### src/rtl/ilv_pkg.sv
package ilv_pkg;
  typedef struct packed {
    logic [5:0] rows;
    logic [1:0] period;
    logic [5:0] inc0;
    logic [5:0] inc1;
    logic [5:0] inc2;
  } cfg_t;

  function automatic cfg_t decode_cfg(input logic [1:0] m, input logic [2:0] s);
    cfg_t c;
    logic [5:0] base;
    base = 6'd3;
    c.period = 2'd1;
    case (m)
      2'b00: base = 6'd3;
      2'b01: begin
        case (s)
          3'd0: base = 6'd6;
          3'd1: base = 6'd9;
          3'd2: base = 6'd12;
          3'd3: base = 6'd18;
          3'd4: base = 6'd24;
          3'd5: base = 6'd27;
          3'd6: base = 6'd30;
          default: base = 6'd36;
        endcase
      end
      2'b10: begin
        c.period = 2'd2;
        case (s[1:0])
          2'd0: base = 6'd12;
          2'd1: base = 6'd18;
          2'd2: base = 6'd24;
          default: base = 6'd36;
        endcase
      end
      default: begin
        c.period = 2'd3;
        case (s[1:0])
          2'd0: base = 6'd18;
          2'd1: base = 6'd24;
          2'd2: base = 6'd27;
          default: base = 6'd36;
        endcase
      end
    endcase
    c.rows = base;
    case (c.period)
      2'd2: begin
        c.inc0 = base + 6'd1;
        c.inc1 = base - 6'd1;
        c.inc2 = base - 6'd1;
      end
      2'd3: begin
        c.inc0 = base + 6'd2;
        c.inc1 = base - 6'd1;
        c.inc2 = base - 6'd1;
      end
      default: begin
        c.inc0 = base;
        c.inc1 = base;
        c.inc2 = base;
      end
    endcase
    return c;
  endfunction
endpackage

### src/rtl/ilv_cfg_reg.sv
module ilv_cfg_reg
  import ilv_pkg::*;
(
  input  logic       clk,
  input  logic       load,
  input  logic [1:0] mod_type,
  input  logic [2:0] depth_sel,
  output cfg_t       cfg
);
  always_ff @(posedge clk) begin
    if (load) cfg <= decode_cfg(mod_type, depth_sel);
  end
endmodule

### src/rtl/ilv_step_sel.sv
module ilv_step_sel
  import ilv_pkg::*;
(
  input  cfg_t       cfg,
  input  logic [1:0] phase,
  output logic [5:0] step
);
  always_comb begin
    case (phase)
      2'd0:    step = cfg.inc0;
      2'd1:    step = cfg.inc1;
      default: step = cfg.inc2;
    endcase
  end
endmodule

### src/rtl/ilv_rd_counter.sv
module ilv_rd_counter #(
  parameter int W = 10
) (
  input  logic         clk,
  input  logic         clr,
  input  logic         wrap,
  output logic [W-1:0] cnt
);
  always_ff @(posedge clk) begin
    if (clr || wrap) cnt <= '0;
    else             cnt <= cnt + 1'b1;
  end
endmodule

### src/rtl/ilv_addr_gen.sv
module ilv_addr_gen
  import ilv_pkg::*;
#(
  parameter int ADDR_W = 10,
  parameter int COLS   = 16
) (
  input  logic              clk,
  input  logic              clr,
  input  logic [1:0]        mod_type,
  input  logic [2:0]        depth_sel,
  output logic [ADDR_W-1:0] wr_addr,
  output logic [ADDR_W-1:0] rd_addr,
  output logic              blk_done
);
  localparam int COL_W = $clog2(COLS);
  localparam logic [COL_W-1:0] COL_LAST = COL_W'(COLS - 1);
  localparam logic [COL_W-1:0] COL_PRE  = COL_W'(COLS - 2);

  cfg_t              cfg_q;
  logic [COL_W-1:0]  col_q;
  logic [5:0]        row_q;
  logic [1:0]        ph_q, row_ph_q;
  logic [ADDR_W-1:0] row_start_q, wr_q;
  logic              done_q;
  logic [5:0]        step;
  logic              last_row, last_elem, pre_last, load_cfg;
  logic [1:0]        ph_next, row_ph_next;

  assign last_row  = (row_q == cfg_q.rows - 6'd1);
  assign last_elem = (col_q == COL_LAST) && last_row;
  assign pre_last  = (col_q == COL_PRE) && last_row;
  assign load_cfg  = clr || last_elem;
  assign ph_next     = (ph_q == cfg_q.period - 2'd1) ? 2'd0 : ph_q + 2'd1;
  assign row_ph_next = (row_ph_q == 2'd0) ? cfg_q.period - 2'd1 : row_ph_q - 2'd1;

  ilv_cfg_reg u_cfg (
    .clk(clk), .load(load_cfg), .mod_type(mod_type),
    .depth_sel(depth_sel), .cfg(cfg_q)
  );

  ilv_step_sel u_step (.cfg(cfg_q), .phase(ph_q), .step(step));

  ilv_rd_counter #(.W(ADDR_W)) u_rd (
    .clk(clk), .clr(clr), .wrap(last_elem), .cnt(rd_addr)
  );

  always_ff @(posedge clk) begin
    if (clr || last_elem) begin
      col_q       <= '0;
      row_q       <= '0;
      ph_q        <= 2'd0;
      row_ph_q    <= 2'd0;
      row_start_q <= '0;
      wr_q        <= '0;
      done_q      <= 1'b0;
    end else if (col_q == COL_LAST) begin
      col_q       <= '0;
      row_q       <= row_q + 6'd1;
      ph_q        <= row_ph_next;
      row_ph_q    <= row_ph_next;
      row_start_q <= row_start_q + 1'b1;
      wr_q        <= row_start_q + 1'b1;
      done_q      <= 1'b0;
    end else begin
      col_q  <= col_q + 1'b1;
      ph_q   <= ph_next;
      wr_q   <= wr_q + ADDR_W'(step);
      done_q <= pre_last;
    end
  end

  assign wr_addr  = wr_q;
  assign blk_done = done_q;
endmodule

### config.mk
export PLATFORM = sky130hd
export DESIGN_NAME = ilv_addr_gen
export DESIGN_NICKNAME = d
export VERILOG_FILES = /design/src/rtl/ilv_pkg.sv /design/src/rtl/ilv_cfg_reg.sv /design/src/rtl/ilv_step_sel.sv /design/src/rtl/ilv_rd_counter.sv /design/src/rtl/ilv_addr_gen.sv
export SDC_FILE = /design/constraint.sdc
export NUM_CORES = 1
export LEC_CHECK = 0
export BUFFER_PORTS_ARGS = -buffer_cell sky130_fd_sc_hd__buf_2
export CAP_MARGIN = 10
export CORE_MARGIN = 2
export CORE_UTILIZATION = 35
export DETAILED_ROUTE_END_ITERATION = 12
export GPL_TIMING_DRIVEN = 0
export PLACE_DENSITY = 0.63
export SETUP_SLACK_MARGIN = 0.5
export SLEW_MARGIN = 20
export SYNTH_ARGS = -nofsm -noshare
export SYNTH_HDL_FRONTEND = slang
export SYNTH_HIERARCHICAL = 1
export SYNTH_SLANG_ARGS = --single-unit
### constraint.sdc
create_clock -name clk -period 3.5 [get_ports clk]
set_clock_uncertainty 0.1 [all_clocks]
set_input_delay 0.35 -clock clk [delete_from_list [all_inputs] [get_ports clk]]
set_output_delay 0.35 -clock clk [all_outputs]
set_load 0.02 [all_outputs]
**Word level (Yosys, flattened, before mapping)**

Index checks and enable logic that the tools add are counted.

- Multiplexer cells: 13
- Order comparisons: 0
- Multipliers: 0
- Div/mod/pow operators: 0
- Equal/unequal tests: 17
- Bitwise logic cells: 0
- Reductions and logical operators: 10
- Add/sub/neg operators: 12
- Shift operators: 0

Operators with widths:

| operator | number |
|---|---|
| case mux 6 bit (3 select lines) | 3 |
| case mux 6 bit (7 select lines) | 1 |
| case mux 18 bit (2 select lines) | 1 |
| adder 10 x 1 -> 10 bit, second input constant | 2 |
| adder 6 x 1 -> 6 bit, second input constant | 2 |
| case mux 6 bit (2 select lines) | 1 |
| subtractor 6 x 1 -> 6 bit, second input constant | 2 |
| adder 10 x 6 -> 10 bit | 1 |
| 2-to-1 mux 10 bit | 1 |
| equality test 3 bit, second input constant | 3 |
| equality test 2 bit, second input constant | 4 |
| equality test 4 bit, second input constant | 2 |
| logical NOT 2 bit | 4 |
| 2-to-1 mux 2 bit | 4 |
| adder 6 x 2 -> 6 bit, second input constant | 1 |
| equality test 2 x 1 -> 1 bit, second input constant | 3 |
| equality test 3 x 2 -> 1 bit, second input constant | 2 |
| equality test 6 bit | 1 |
| 2-to-1 mux 6 bit | 1 |
| adder 4 x 1 -> 4 bit, second input constant | 1 |
| case mux 2 bit (2 select lines) | 1 |
| OR reduction 2 bit | 2 |
| subtractor 2 x 1 -> 2 bit, second input constant | 2 |
| equality test 3 x 1 -> 1 bit, second input constant | 1 |
| other kinds (5) | 6 |

- Bits in latches: 0
- Memories: 0
- Bits in writable memories: 0
- Memory bits (read-only): 0
- Input port bits: 7
- Register bits: 71

**Logic depth before layout (Yosys ltp)**

Gate-level depths: netlist of run 1.

- Depth after elaboration: 7
- Depth in mapped cells: 11
- Mapped depth without buffers: 11

**By module**

The synthesis of run 1 kept the hierarchy.

Modules (own cells, without submodules):

| module | seq. area each (µm²) | cells an instance | area each (µm²) | times used |
|---|---|---|---|---|
| ilv_addr_gen | 700.7 | 274 | 2257.2 | 1 |
| ilv_cfg_reg | 600.6 | 106 | 1183.6 | 1 |
| ilv_rd_counter | 200.2 | 46 | 415.4 | 1 |
| ilv_step_sel | 0.0 | 20 | 128.9 | 1 |

**Worst setup path after synthesis of run 1**

No wires, ideal clock.

- Path kind: reg2reg
- Start point: reg, netlist name u_cfg/cfg[20]
- End point: reg, netlist name u_cfg/cfg[10]
- Required time: 2.975 ns
- Setup time: 0.425 ns
- Setup slack: 0.003 ns
- Buffers on the path: 0
- Period minus slack after synthesis: 3.497 ns
- Cell stages (with the launch flop): 8
- Data arrival time: 2.972 ns
- Cells stage by stage: edfxtp_1 inv_1 ha_1 nand2_1 o31ai_1 o31ai_4 or2_1 o21ai_0

- Longest elaborated chain between the ends: 4

Ends and longest elaborated chain:

| element | RTL line | RTL |
|---|---|---|
| subtractor 6 x 1 -> 6 bit | ilv_addr_gen.sv:29 | `assign last_row = (row_q == cfg_q.rows - 6'd1);` |
| equality test 6 bit | ilv_addr_gen.sv:29 |  |
| logical AND 1 bit | ilv_addr_gen.sv:30 | `assign last_elem = (col_q == COL_LAST) && last_row;` |
| logical OR 1 bit | ilv_addr_gen.sv:32 | `assign load_cfg = clr \|\| last_elem;` |
| net load_cfg | ilv_addr_gen.sv:26 | `logic last_row, last_elem, pre_last, load_cfg;` |

The timed path passes the listed nets, and every way through them passes these cells.
A chain may end at the register's enable or synchronous reset.

**Worst setup path after layout of run 1**

- Start point: reg, netlist name u_cfg/cfg[20]
- End point: reg, netlist name u_cfg/cfg[7]

- Longest elaborated chain between the ends: 4

Ends and longest elaborated chain:

| element | RTL line |
|---|---|
| subtractor 6 x 1 -> 6 bit | ilv_addr_gen.sv:29 |
| equality test 6 bit | ilv_addr_gen.sv:29 |
| logical AND 1 bit | ilv_addr_gen.sv:30 |
| logical OR 1 bit | ilv_addr_gen.sv:32 |
| net load_cfg | ilv_addr_gen.sv:26 |

The timed path passes the listed nets, and every way through them passes these cells.

==> results of run 1 <==
[sequential cells by signal, indices dropped and copies added (netlist names)]
register,cells
u_cfg/cfg,20
ph_q,2
blk_done,1
row_start_q,10
col_q,4
u_rd/cnt,10
row_ph_q,2
row_q,6
wr_addr,10
[critical path, stage by stage (launching register included)]
cell      delay (ns)
edfxtp_1        0.44
inv_1           0.08
ha_1            0.21
nand2_1         0.08
o31ai_1         0.34
o31ai_4         0.17
or2_1           0.35
o21ai_2         0.43
buf_8           0.22
[layout by cell type (no fill, tap or decap), drive strengths merged, types with 11 or more instances in the layout]
cell type / n
a21oi: 19
o211ai: 11
nand3: 36
buf: 41
nand2: 42
inv: 18
clkbuf: 26
ha: 22
o21ai: 27
nor2: 24
dfxtp: 45
edfxtp: 20
xor2: 17
[per-layer routing]
metal | up-vias | GRT usage [%] | wire [um]
met4 | 0 | 5.833 | 151
met1 | 1607 | 20.04 | 4332
met2 | 96 | 26.67 | 4566
met3 | 11 | 4.046 | 482
met5 | - | 0 | 0
li1 | 1718 | - | -
[per-stage QoR]
stage          utilization [%]  hold WS, ns  area, um2
4_1_cts                  42.62       0.1954       4681
6_report                 42.62       0.2021       4681
3_5_place_dp             39.28       0.3668       4314
2_1_floorplan                -       0.3412       3985
3_3_place_gp             39.11       0.3570       4295
5_1_grt                  42.62       0.2196       4681
[logic make-up after synthesis]
kind of cell / after synthesis / synth area share [%]
buffers and inverters: 47 / 5.557
XOR/XNOR: 27 / 6.122
flip-flops: 65 / 37.68
AO/OA/AOI/OAI: 102 / 18.15
AND/OR/NAND/NOR: 176 / 23.58
multiplexers: 6 / 1.507
adder cells (fa/ha/maj): 23 / 7.410
[how the worst max path moves through the flow]
stage | startpoint | end | slack (ns) | depth (start not counted)
after floorplan | u_cfg/cfg[20] | u_cfg/cfg[10] | 0.55 | 7
after global placement | u_cfg/cfg[20] | u_cfg/cfg[12] | 0.07 | 7
after detailed placement | u_cfg/cfg[20] | u_cfg/cfg[12] | 0.77 | 8
after CTS | u_cfg/cfg[20] | u_cfg/cfg[6] | 0.76 | 8
after global routing | u_cfg/cfg[20] | u_cfg/cfg[9] | 0.57 | 8
final | u_cfg/cfg[20] | u_cfg/cfg[7] | 0.78 | 8
[power breakdown]
part           total [mW]  internal, mW  switching [mW]
Clock                1.10         0.768           0.333
Combinational       0.549         0.221           0.328
Sequential          0.901         0.845          0.0555
[final cells by class]
class,instances,share of cell area (%)
tap,140,3.742
timing repair buffer,28,3.208
multi-input combinational,334,48.41
inverter,17,1.363
sequential,65,32.08
clock buffer,9,4.812
buffer,30,3.368
clock inverter,7,3.021
==> flow_metrics.tcl, run 1 <==
set metrics [dict create \
    port_buffers 27 \
    die_w_um 110.7 \
    leakage_nw 1.867 \
    grt_pass1_wl_mm 16.06 \
    cts.path.max_buffers 2 \
    synth_top_area_cell "dfxtp_1" \
    core_area_um2 10980 \
    pre_cts_slack_ns 0.7705 \
    worst_r2r_path_depth 8 \
    die_h_um 110.7 \
    area_growth_pct 17.46 \
    grt_pass1_vias 3356 \
    yosys-top-cells-count "dfxtp_1 (45), nand2_1 (42), nand3_1 (35), nor2_1 (24), ha_1 (22)" \
    async_flop_share_pct 0 \
    finalNonFillerCells 630 \
    syn_area_per_cell_um2 8.935 \
    postCtsSetupBuffers 0 \
    synth_area_leaders "dfxtp_1 (23%), edfxtp_1 (15%), ha_1 (6.9%)" \
    syn_area_um2 3985 \
    setup_viol 0 \
    seqCellArea_um2 1501 \
    power_density_nw_per_um2 544.9 \
    status "finished, final reports clean" \
    reg2reg_to "u_cfg/cfg[7]" \
    synth_most_common_cell "dfxtp_1" \
    cts_buffers 9 \
    power_mw 2.550 \
    ys_ff_latch 65 \
    max_freq_ghz 0.3681 \
    slew_headroom_pct 59.19 \
    synth_nets 476 \
    dp_hpwl_mm 7.046 \
    initial_core_util_pct 36.28 \
    ys_types 67 \
    syn_inst 446 \
    grtUsageTotal_pct 16.00 \
    hold_viol 0 \
    ir_worst_vdd_v 0.0003705 \
    cts_tree "done" \
    cp.arrival_ns 2.65 \
    drive_above_1_share_pct 14.90 \
    rsz0062_at_grt "no" \
    reg2reg_from "u_cfg/cfg[20]" \
    gp_congestion 0.8756 \
    cts_root_buf "clkbuf_16" \
    dieArea_um2 12260 \
    worst_pin_slew_ns 0.6122 \
    fp-row-count 38 \
    drc 0 \
    num_vias 3432 \
    clk_pin_slew_worst_paths_ns 0.06 \
    overflow 0 \
    critPathMaxFanout 13 \
    finalCriticalPeriod_ns 2.717 \
    antenna_found_initial 0 \
    place_inst 614 \
    yosysWarnings 6 \
    critPathLaunchType "flop" \
    reg2reg_slack_ns 0.78 \
    drt_first_iter_violations 173 \
    cts.sinks 65 \
    max_cap_viol_count 0 \
    hold_start "clr" \
    ioPinCount 28 \
    final.setup.tns_ns 0 \
    synth_seq_area_share_pct 37.68 \
    synth_edf_count 20 \
    clk_latency_ns 0.33 \
    h-tree-depth 3 \
    hold_path_depth 3 \
    whs_endpoint "u_rd/cnt[5]" \
    required_ns 3.44 \
    n_fill_cell 1060 \
    min_path_type "input port to flop" \
    wl_per_cell_um 15.13 \
    synth_ff_type "dfxtp_1" \
    wirelength_mm 9.534 \
    first_pass_iters 4 \
    multi_input_area_um2 2266 \
    antenna_cells 0 \
    synth_top_area_share_pct 22.61 \
    grt_max_degree 14 \
    slew_violations 0 \
    antenna_left 0 \
    crit_type "flop to flop" \
    endpoint_kind "flop" \
    ctsResizeCount 0 \
    via_per_inst 5.448 \
    min_period_over_period_pct 77.62 \
    setup_slack_ns 0.7832 \
    fin_nets 515 \
    cts_hold_buf 0 \
]
Note: power is estimated with default switching activity, not from simulation.
==> run 2: changes to the inputs <==
clock period = 2.3 ns   (was 3.5 ns; I/O delays follow)
==> flow_metrics.tcl, run 2 (same netlist as run 1, synthesis figures left out) <==
set metrics [dict create \
    via_per_inst 5.597 \
    dp_hpwl_mm 7.066 \
    p_sw_share_pct 30.88 \
    core_area_um2 10980 \
    rsz0062_at_grt "yes" \
    first_pass_iters 4 \
    clock_power_share_pct 34.9 \
    finalCriticalPeriod_ns 2.386 \
    power_density_nw_per_um2 703.0 \
    cts_root_buf "clkbuf_16" \
    setup_slack_ns -0.08625 \
    n_fill_cell 946 \
    initial_core_util_pct 36.28 \
    fp-row-count 38 \
    cts_tree "done" \
    p_comb_share_pct 31.8 \
    cp_slowest_cell "or4_1" \
    cts_hold_buf 0 \
    layout_common_cells "dfxtp_1 (43), nand2_1 (40), nand3_1 (33), buf_4 (30), buf_2 (25)" \
    crit_type "flop to flop" \
    antenna_found_initial 0 \
    max_freq_ghz 0.4191 \
    fin_nets 557 \
    slowest_delay_ns 0.42 \
    grt_pass1_vias 3767 \
    clk_pin_slew_worst_paths_ns 0.06 \
    cts.sinks 65 \
    leakage_nw 2.266 \
    status "finished, violations left" \
    worst_r2r_path_depth 10 \
    antenna_cells 0 \
    slew_violations 0 \
    hold_start "clr" \
    p_int_mw 2.856 \
    h-tree-depth 3 \
    cts.path.max_buffers 2 \
    whs_endpoint "u_rd/cnt[5]" \
    dieArea_um2 12260 \
    regMostFlops "u_cfg/cfg" \
    ioPinCount 28 \
    reg2reg_slack_ns -0.09 \
    overflow 0 \
    setup_viol 8 \
    worst_pin_slew_ns 0.6615 \
    fin_util_pct 53.52 \
    hold_path_depth 3 \
    crit_chain "buf_6 -> mux2i_4 -> o21ai_2 -> ha_2 -> fa_2 -> a21o_1 -> a21oi_2 -> o21a_2 -> or4_1 -> o311ai_2" \
    finalNonFillerCells 672 \
    p_switching_mw 1.276 \
    final_common_cell "dfxtp_1" \
    slew_headroom_pct 55.90 \
    place_inst 613 \
    multi_input_area_um2 2910 \
    largest_reg_flops 20 \
    reg2reg_to "wr_addr[8]" \
    port_buffers 27 \
    critPathLaunchType "flop" \
    die_h_um 110.7 \
    grtUsageTotal_pct 18.08 \
    min_path_type "input port to flop" \
    power_mw 4.132 \
    antenna_left 0 \
    cts_buffers 9 \
    endpoint_kind "flop" \
    violations "negative setup slack" \
    pre_cts_slack_ns -0.2746 \
    grt_pass1_wl_mm 18.13 \
    wirelength_mm 11.36 \
    reg2reg_from "ph_q[0]" \
    drive_above_1_share_pct 41.17 \
    clk_latency_ns 0.33 \
    ir_worst_vdd_v 0.0003965 \
    drc 0 \
    cp.arrival_ns 2.53 \
    grt_max_degree 13 \
    drt_first_iter_violations 254 \
    gp_congestion 0.8765 \
    hold_viol 0 \
    required_ns 2.44 \
    pwr-share-seq_pct 33.3 \
    seqCellArea_um2 1504 \
    area_growth_pct 47.50 \
    min_period_over_period_pct 103.7 \
    wl_per_cell_um 16.90 \
    die_w_um 110.7 \
    max_cap_viol_count 0 \
    num_vias 3761 \
    critPathMaxFanout 5 \
    final.setup.tns_ns -0.2688 \
]
## run 2: layout make-up
class,instances,share of cell area (%)
flip-flops and latches,65,25.59
well taps,140,2.980
multi-input cells,335,49.51
clock buffers,10,3.895
repair buffers,69,10.96
inverters,17,1.426
clock inverters,6,1.426
plain buffers,30,4.215
## run 2: what timing repair did
item | in CTS | in global routing
gates cloned | 5 | 2
buffers inserted | 24 | 12
resized for setup | 115 | 40
pin swaps | 29 | 44
endpoints found under the setup margin | 67 | 67
## run 2: layer usage
layer | global-route usage (%) | share of wire (%)
met3 | 3.609 | 4.3
met4 | 8.583 | 2.8
met1 | 22.12 | 42
met5 | 0 | 0
met2 | 30.51 | 51
## run 2: critical path, delay by kind of cell, from the launching register on
kind	cells	cell delay, ns
multiplexers	1	0.18
AND/OR/NAND/NOR	1	0.42
flip-flops	1	0.32
buffers and inverters	1	0.13
AO/OA/AOI/OAI	5	0.72
adder cells (fa/ha/maj)	2	0.43
## run 2: power groups by stage
| stage | logic, mW | registers, mW | clock network (mW) |
|---|---|---|---|
| after global routing | 1.41 | 1.39 | 1.52 |
| after global placement | 0.873 | 1.39 | 0 |
| after detailed placement | 0.886 | 1.40 | 0 |
| after CTS | 1.19 | 1.37 | 1.45 |
| after floorplan | 0.608 | 1.44 | 0 |
| final | 1.31 | 1.38 | 1.44 |
## run 2: how the worst max path moves through the flow
stage | startpoint | end | slack [ns]
2_1_floorplan | u_cfg/cfg[20] | u_cfg/cfg[10] | -0.02
3_3_place_gp | u_cfg/cfg[20] | u_cfg/cfg[12] | -0.22
3_5_place_dp | u_cfg/cfg[20] | u_cfg/cfg[6] | -0.27
4_1_cts | u_cfg/cfg[6] | wr_addr[8] | -0.07
5_1_grt | ph_q[0] | wr_addr[6] | -0.19
6_report | ph_q[0] | wr_addr[8] | -0.09
## run 2: stage by stage
step           hold WS, ns  area [um2]
2_1_floorplan       0.2893        4203
3_3_place_gp        0.3560        4513
3_5_place_dp        0.3634        4513
4_1_cts            0.07960        5592
5_1_grt            0.09906        5878
6_report           0.08907        5878
